`src/rtl/mvm_pkg.sv`:
```
package mvm_pkg;
  typedef struct packed {
    logic valid;
    logic last;
  } side_t;
endpackage

```
`src/rtl/mvm_addr_ctr.sv`:
```
module mvm_addr_ctr #(
  parameter int unsigned N  = 8,
  parameter int unsigned AW = $clog2(N)
) (
  input  logic          clk_i,
  input  logic          rst_ni,
  input  logic          clear_i,
  input  logic          step_i,
  output logic [AW-1:0] addr_o,
  output logic          at_end_o
);
  localparam logic [AW-1:0] LAST_IDX = AW'(N - 1);

  logic [AW-1:0] addr_q;

  assign at_end_o = (addr_q == LAST_IDX);
  assign addr_o   = addr_q;

  always_ff @(posedge clk_i or negedge rst_ni) begin
    if (!rst_ni)      addr_q <= '0;
    else if (clear_i) addr_q <= '0;
    else if (step_i)  addr_q <= at_end_o ? '0 : addr_q + 1'b1;
  end
endmodule

```
`src/rtl/mvm_mul_pipe.sv`:
```
// Unsigned W x W multiplier, STAGES registers deep (STAGES >= 3):
// operand regs, half-width partial products, combine, then plain delay.
module mvm_mul_pipe #(
  parameter int unsigned W      = 32,
  parameter int unsigned STAGES = 6
) (
  input  logic           clk_i,
  input  logic           rst_ni,
  input  logic [W-1:0]   a_i,
  input  logic [W-1:0]   b_i,
  output logic [2*W-1:0] p_o
);
  localparam int unsigned H     = W / 2;
  localparam int unsigned PW    = 2 * W;
  localparam int unsigned DEPTH = STAGES - 2;

  logic [W-1:0]  a_q, b_q;
  logic [W-1:0]  pp_ll, pp_lh, pp_hl, pp_hh;
  logic [PW-1:0] pipe_q [DEPTH];
  logic [PW-1:0] combined;

  always_ff @(posedge clk_i or negedge rst_ni) begin
    if (!rst_ni) begin
      a_q <= '0;
      b_q <= '0;
    end else begin
      a_q <= a_i;
      b_q <= b_i;
    end
  end

  always_ff @(posedge clk_i or negedge rst_ni) begin
    if (!rst_ni) begin
      pp_ll <= '0;
      pp_lh <= '0;
      pp_hl <= '0;
      pp_hh <= '0;
    end else begin
      pp_ll <= W'(a_q[H-1:0]) * W'(b_q[H-1:0]);
      pp_lh <= W'(a_q[H-1:0]) * W'(b_q[W-1:H]);
      pp_hl <= W'(a_q[W-1:H]) * W'(b_q[H-1:0]);
      pp_hh <= W'(a_q[W-1:H]) * W'(b_q[W-1:H]);
    end
  end

  assign combined = (PW'(pp_hh) << W)
                  + ((PW'(pp_lh) + PW'(pp_hl)) << H)
                  + PW'(pp_ll);

  always_ff @(posedge clk_i or negedge rst_ni) begin
    if (!rst_ni) begin
      for (int i = 0; i < DEPTH; i++) pipe_q[i] <= '0;
    end else begin
      pipe_q[0] <= combined;
      for (int i = 1; i < DEPTH; i++) pipe_q[i] <= pipe_q[i-1];
    end
  end

  assign p_o = pipe_q[DEPTH-1];
endmodule

```
`src/rtl/mvm_side_pipe.sv`:
```
// Valid / end-of-row tags aligned with the multiplier latency.
module mvm_side_pipe
  import mvm_pkg::*;
#(
  parameter int unsigned STAGES = 6
) (
  input  logic  clk_i,
  input  logic  rst_ni,
  input  logic  flush_i,
  input  side_t tag_i,
  output side_t tag_o
);
  side_t sp_q [STAGES];

  always_ff @(posedge clk_i or negedge rst_ni) begin
    if (!rst_ni) begin
      for (int i = 0; i < STAGES; i++) sp_q[i] <= '0;
    end else if (flush_i) begin
      for (int i = 0; i < STAGES; i++) sp_q[i] <= '0;
    end else begin
      sp_q[0] <= tag_i;
      for (int i = 1; i < STAGES; i++) sp_q[i] <= sp_q[i-1];
    end
  end

  assign tag_o = sp_q[STAGES-1];
endmodule

```
`src/rtl/mvm_accum.sv`:
```
module mvm_accum #(
  parameter int unsigned PW = 64
) (
  input  logic          clk_i,
  input  logic          rst_ni,
  input  logic          clear_i,
  input  logic          add_i,
  input  logic          last_i,
  input  logic [PW-1:0] prod_i,
  output logic          result_valid_o,
  output logic [PW-1:0] result_o
);
  logic [PW-1:0] acc_q, res_q, sum;
  logic          rv_q;

  assign sum = acc_q + prod_i;

  always_ff @(posedge clk_i or negedge rst_ni) begin
    if (!rst_ni) begin
      acc_q <= '0;
      res_q <= '0;
      rv_q  <= 1'b0;
    end else if (clear_i) begin
      acc_q <= '0;
      rv_q  <= 1'b0;
    end else begin
      rv_q <= 1'b0;
      if (add_i) begin
        if (last_i) begin
          res_q <= sum;
          rv_q  <= 1'b1;
          acc_q <= '0;  // next row starts clean, no bubble
        end else begin
          acc_q <= sum;
        end
      end
    end
  end

  assign result_valid_o = rv_q;
  assign result_o       = res_q;
endmodule

```
`src/rtl/mvm_row_mac.sv`:
```
module mvm_row_mac
  import mvm_pkg::*;
#(
  parameter int unsigned N       = 8,
  parameter int unsigned W       = 32,
  parameter int unsigned STAGES  = 6,
  localparam int unsigned AW     = $clog2(N),
  localparam int unsigned PW     = 2 * W
) (
  input  logic          clk_i,
  input  logic          rst_ni,
  input  logic          clear_i,
  input  logic          mat_valid_i,
  input  logic [W-1:0]  mat_data_i,
  output logic [AW-1:0] vec_addr_o,
  input  logic [W-1:0]  vec_data_i,
  output logic          result_valid_o,
  output logic [PW-1:0] result_o
);
  logic          accept;
  logic          row_end;
  side_t         tag_in, tag_out;
  logic [PW-1:0] prod;

  assign accept = mat_valid_i && !clear_i;

  mvm_addr_ctr #(.N(N), .AW(AW)) u_addr (
    .clk_i    (clk_i),
    .rst_ni   (rst_ni),
    .clear_i  (clear_i),
    .step_i   (accept),
    .addr_o   (vec_addr_o),
    .at_end_o (row_end)
  );

  mvm_mul_pipe #(.W(W), .STAGES(STAGES)) u_mul (
    .clk_i  (clk_i),
    .rst_ni (rst_ni),
    .a_i    (mat_data_i),
    .b_i    (vec_data_i),
    .p_o    (prod)
  );

  assign tag_in.valid = accept;
  assign tag_in.last  = accept && row_end;

  mvm_side_pipe #(.STAGES(STAGES)) u_side (
    .clk_i   (clk_i),
    .rst_ni  (rst_ni),
    .flush_i (clear_i),
    .tag_i   (tag_in),
    .tag_o   (tag_out)
  );

  mvm_accum #(.PW(PW)) u_acc (
    .clk_i          (clk_i),
    .rst_ni         (rst_ni),
    .clear_i        (clear_i),
    .add_i          (tag_out.valid),
    .last_i         (tag_out.last),
    .prod_i         (prod),
    .result_valid_o (result_valid_o),
    .result_o       (result_o)
  );
endmodule

```
`config.mk`:
```
export PLATFORM = sky130hd
export DESIGN_NAME = mvm_row_mac
export DESIGN_NICKNAME = d
export VERILOG_FILES = /design/src/rtl/mvm_pkg.sv /design/src/rtl/mvm_addr_ctr.sv /design/src/rtl/mvm_mul_pipe.sv /design/src/rtl/mvm_side_pipe.sv /design/src/rtl/mvm_accum.sv /design/src/rtl/mvm_row_mac.sv
export SDC_FILE = /design/constraint.sdc
export NUM_CORES = 2
export LEC_CHECK = 0
export ABC_AREA = 1
export BUFFER_PORTS_ARGS = -buffer_cell sky130_fd_sc_hd__buf_2
export CORE_UTILIZATION = 30
export DETAILED_ROUTE_END_ITERATION = 8
export SLEW_MARGIN = 10
export SYNTH_ARGS = -nofsm -noshare
export SYNTH_HDL_FRONTEND = slang
export SYNTH_SLANG_ARGS = --single-unit
```
`constraint.sdc`:
```
create_clock -name clk_i -period 5.8 [get_ports clk_i]
set_clock_uncertainty 0.05 [all_clocks]
set_input_delay 0.29 -clock clk_i [delete_from_list [all_inputs] [get_ports clk_i]]
set_output_delay 0.29 -clock clk_i [all_outputs]
set_load 0.01 [all_outputs]
```
==> flow_metrics.py <==
metrics = {
    "run_status": {
        "outcome": "completed",
    },
    "clocking": {
        "clock_latency_ns": 0.73,
        "clockRootBuffer": "clkbuf_16",
        "clockBufferDepth": 3,
        "cts_tree": "yes",
        "cts_buffers": 70,
        "clock-sinks": 592,
        "h-tree-depth": 3,
        "path_clk_slew_ns": 0.06,
    },
    "drt": {
        "antenna_left": 0,
        "wire_per_inst_um": 17.1,
        "first_pass_iters": 5,
        "detail_route.iter0.violations": 3636,
        "vias": 50400,
        "drc": 0,
        "wl_um": 189000,
        "via_per_inst": 4.57,
    },
    "logic_synthesis": {
        "ys_seq_area_frac": 0.237,
        "synthTopCellsByCount": "nand2_1, inv_1, fa_1",
        "yosys.area.top_type": "fa_1",
        "synth_ff_type": "dfrtp_1",
        "yosysMostFrequentCell": "nand2_1",
        "synth.area.top_cells": "fa_1, dfrtp_1, nand2_1, inv_1, ha_1",
        "synth-warning-count": 0,
        "synthArstFlopShare": 1.00,
        "ys_types": 42,
        "syn-instance-count": 7911,
        "yosys_register_bits": 592,
        "synth-edff-count": 0,
        "yosysTopAreaCellShare": 0.250,
        "netlist_area_mm2": 0.0625,
        "synth_area_per_cell_um2": 7.89,
        "syn-num-nets": 9304,
    },
    "floorplan": {
        "rows": 167,
        "io_pins": 136,
        "start_util": 0.302,
        "die_width_um": 458,
        "die_height_um": 458,
        "coreArea_mm2": 0.207,
        "die_area_mm2": 0.210,
    },
    "worst_setup_path": {
        "worst-path-max-fanout": 18,
        "startpoint": "u_mul.b_q[4]$_DFF_PN0_",
        "worstSetupEndpointType": "flop",
        "rr_endpoint": "u_mul.pp_ll[25]$_DFF_PN0_",
        "crit_arrival_ns": 6.20,
        "r2r_cells": 19,
        "regToRegSetupSlack_ns": 0.15,
        "cp-start-kind": "flop",
        "critPathKind": "flop to flop",
        "cp.required_ns": 6.35,
        "r2r-start": "u_mul.b_q[4]$_DFF_PN0_",
    },
    "sta": {
        "maxSlewViolCount": 0,
        "tns_ns": 0,
        "hold_slack_ns": 0.121,
        "worst_pin_slew_ns": 0.901,
        "fin_crit_sh": 0.974,
        "slew_headroom": 0.400,
        "rsz0062_at_grt": "yes",
        "fin_crit_ns": 5.65,
        "setup_viol": 0,
        "finalHoldViolations": 0,
        "fmax_mhz": 177,
    },
    "layout": {
        "fillCellCount": 21600,
        "area_delta_synth_final_pct": 15.7,
        "num-nets-final": 9580,
        "drive_above_1_share": 0.0836,
    },
    "placement": {
        "place_hpwl_um": 150000,
        "place.gp.congestion": 0.924,
        "io_buffers": 135,
    },
    "global_route": {
        "grt_antenna_before_repair": 5,
        "grt_overflow": 0,
        "grt_first_pass_wirelength_um": 298000,
        "grt_pass1_vias": 53000,
        "grt_max_degree": 152,
        "grt_use_total": 0.182,
    },
    "job": {
        "maxCapViolations": 0,
    },
    "hold_path": {
        "holdCritPathClass": "input pin to async pin",
    },
}
-- state kept, by name (all words and copies together), names as in the netlist --
signal and cells:
u_side.sp_q 10, u_mul.pipe_q 192, u_mul.pp_lh 32, u_mul.p_o 64
u_acc.result_valid_o 1, u_mul.a_q 32, u_mul.pp_hl 32, u_mul.b_q 32
u_side.tag_o 2, u_acc.result_o 64, u_addr.addr_o 3, u_acc.acc_q 64
u_mul.pp_ll 32, u_mul.pp_hh 32
-- metrics by stage --
stage | setup slack, ns | utilization | instance area [um2] | std cells
4_1_cts | -0.0171 | 0.344 | 71300 | 11000
5_1_grt | -0.0517 | 0.349 | 72200 | 11000
3_3_place_gp | -0.226 | 0.329 | 68100 | 10800
6_report | 0.152 | 0.349 | 72200 | 11000
2_1_floorplan | 0.551 | - | 62500 | 7911
3_5_place_dp | -0.222 | 0.329 | 68100 | 10800
-- how the worst max path moves through the flow --
stage / slack, ns / to / cells past startpoint
after floorplan: 0.55 / u_mul.pp_hh[30]$_DFF_PN0_ / 22
after global placement: -0.23 / u_mul.pp_hl[28]$_DFF_PN0_ / 18
after detailed placement: -0.22 / u_mul.pp_hl[28]$_DFF_PN0_ / 17
after CTS: -0.02 / u_mul.pp_hl[20]$_DFF_PN0_ / 19
after global routing: -0.05 / u_mul.pp_ll[29]$_DFF_PN0_ / 21
final: 0.15 / u_mul.pp_ll[25]$_DFF_PN0_ / 19
-- placed cells by master, fill, tap and decap left out, drive strengths merged --
master | Yosys | final
a21boi | 19 | 19
a21o | 10 | 10
a21oi | 257 | 257
a221oi | 3 | 3
a22o | 2 | 2
a31oi | 12 | 12
and2 | 4 | 4
and3 | 6 | 6
buf | 7 | 353
bufinv | 0 | 6
clkbuf | 212 | 91
clkinv | 0 | 19
clkinvlp | 0 | 5
dfrtp | 592 | 592
diode | 0 | 4
dlygate4sd3 | 0 | 67
fa | 779 | 779
ha | 546 | 546
inv | 1953 | 1960
nand2 | 2363 | 2363
nand2b | 2 | 2
nand3 | 245 | 245
nand3b | 19 | 19
nand4 | 55 | 55
nor2 | 334 | 334
nor3 | 64 | 64
nor4 | 18 | 18
o211ai | 6 | 6
o21a | 8 | 8
o21ai | 166 | 166
o21bai | 38 | 38
o31ai | 1 | 1
or2 | 4 | 4
xnor2 | 62 | 62
xor2 | 124 | 124
-- timing repair --
action	in CTS	in global routing
pin swaps	0	24
setup buffers	0	12
resized for setup	12	173
hold buffers	67	0
endpoints found under the hold margin	149	0
setup endpoints to repair	22	60
cloned	0	3
-- worst max-delay path, stage by stage, from the launching register on --
cell	delay, ns
dfrtp_1	0.37
buf_12	0.18
buf_4	0.22
nand2_1	0.16
fa_1	0.58
inv_1	0.05
ha_1	0.32
fa_1	0.50
fa_1	0.52
fa_1	0.49
inv_1	0.06
fa_1	0.53
inv_1	0.07
ha_2	0.41
nand4_1	0.22
nor3_1	0.23
buf_4	0.15
nand3_1	0.07
nand3_1	0.09
xor2_1	0.24
-- routing by layer --
metal  global-route usage  wire [um]
met1                0.247      85200
met2                0.292      84800
met3               0.0267      11600
met4               0.0662       7560
met5                    0          0
-- cells by family (layout without fill, tap and decap cells) --
family | Yosys count | count (layout) | synth area share
AOI/OAI and AO/OA | 522 | 522 | 0.0466
xor gates and xnor gates | 186 | 186 | 0.0261
adders and majority gates | 1325 | 1325 | 0.359
buffers and inverters | 2172 | 2501 | 0.131
DFF | 592 | 592 | 0.237
other | 0 | 4 | 0
and+or+nand+nor | 3114 | 3114 | 0.200
-- area by class of cell --
type | instances | area, um2 | share of cell area
antenna | 4 | 10.0 | 0.000139
clock buffer | 88 | 1930 | 0.0267
clock inverter | 37 | 534 | 0.00740
inverter | 1953 | 7330 | 0.101
multi-input combinational | 5147 | 40200 | 0.556
sequential | 592 | 14800 | 0.205
tap | 2788 | 3490 | 0.0483
timing repair buffer | 423 | 3950 | 0.0546
Power is left out: the tool's default activity adds up to more than one toggle a clock period on the data nets, which glitch-free logic cannot reach.
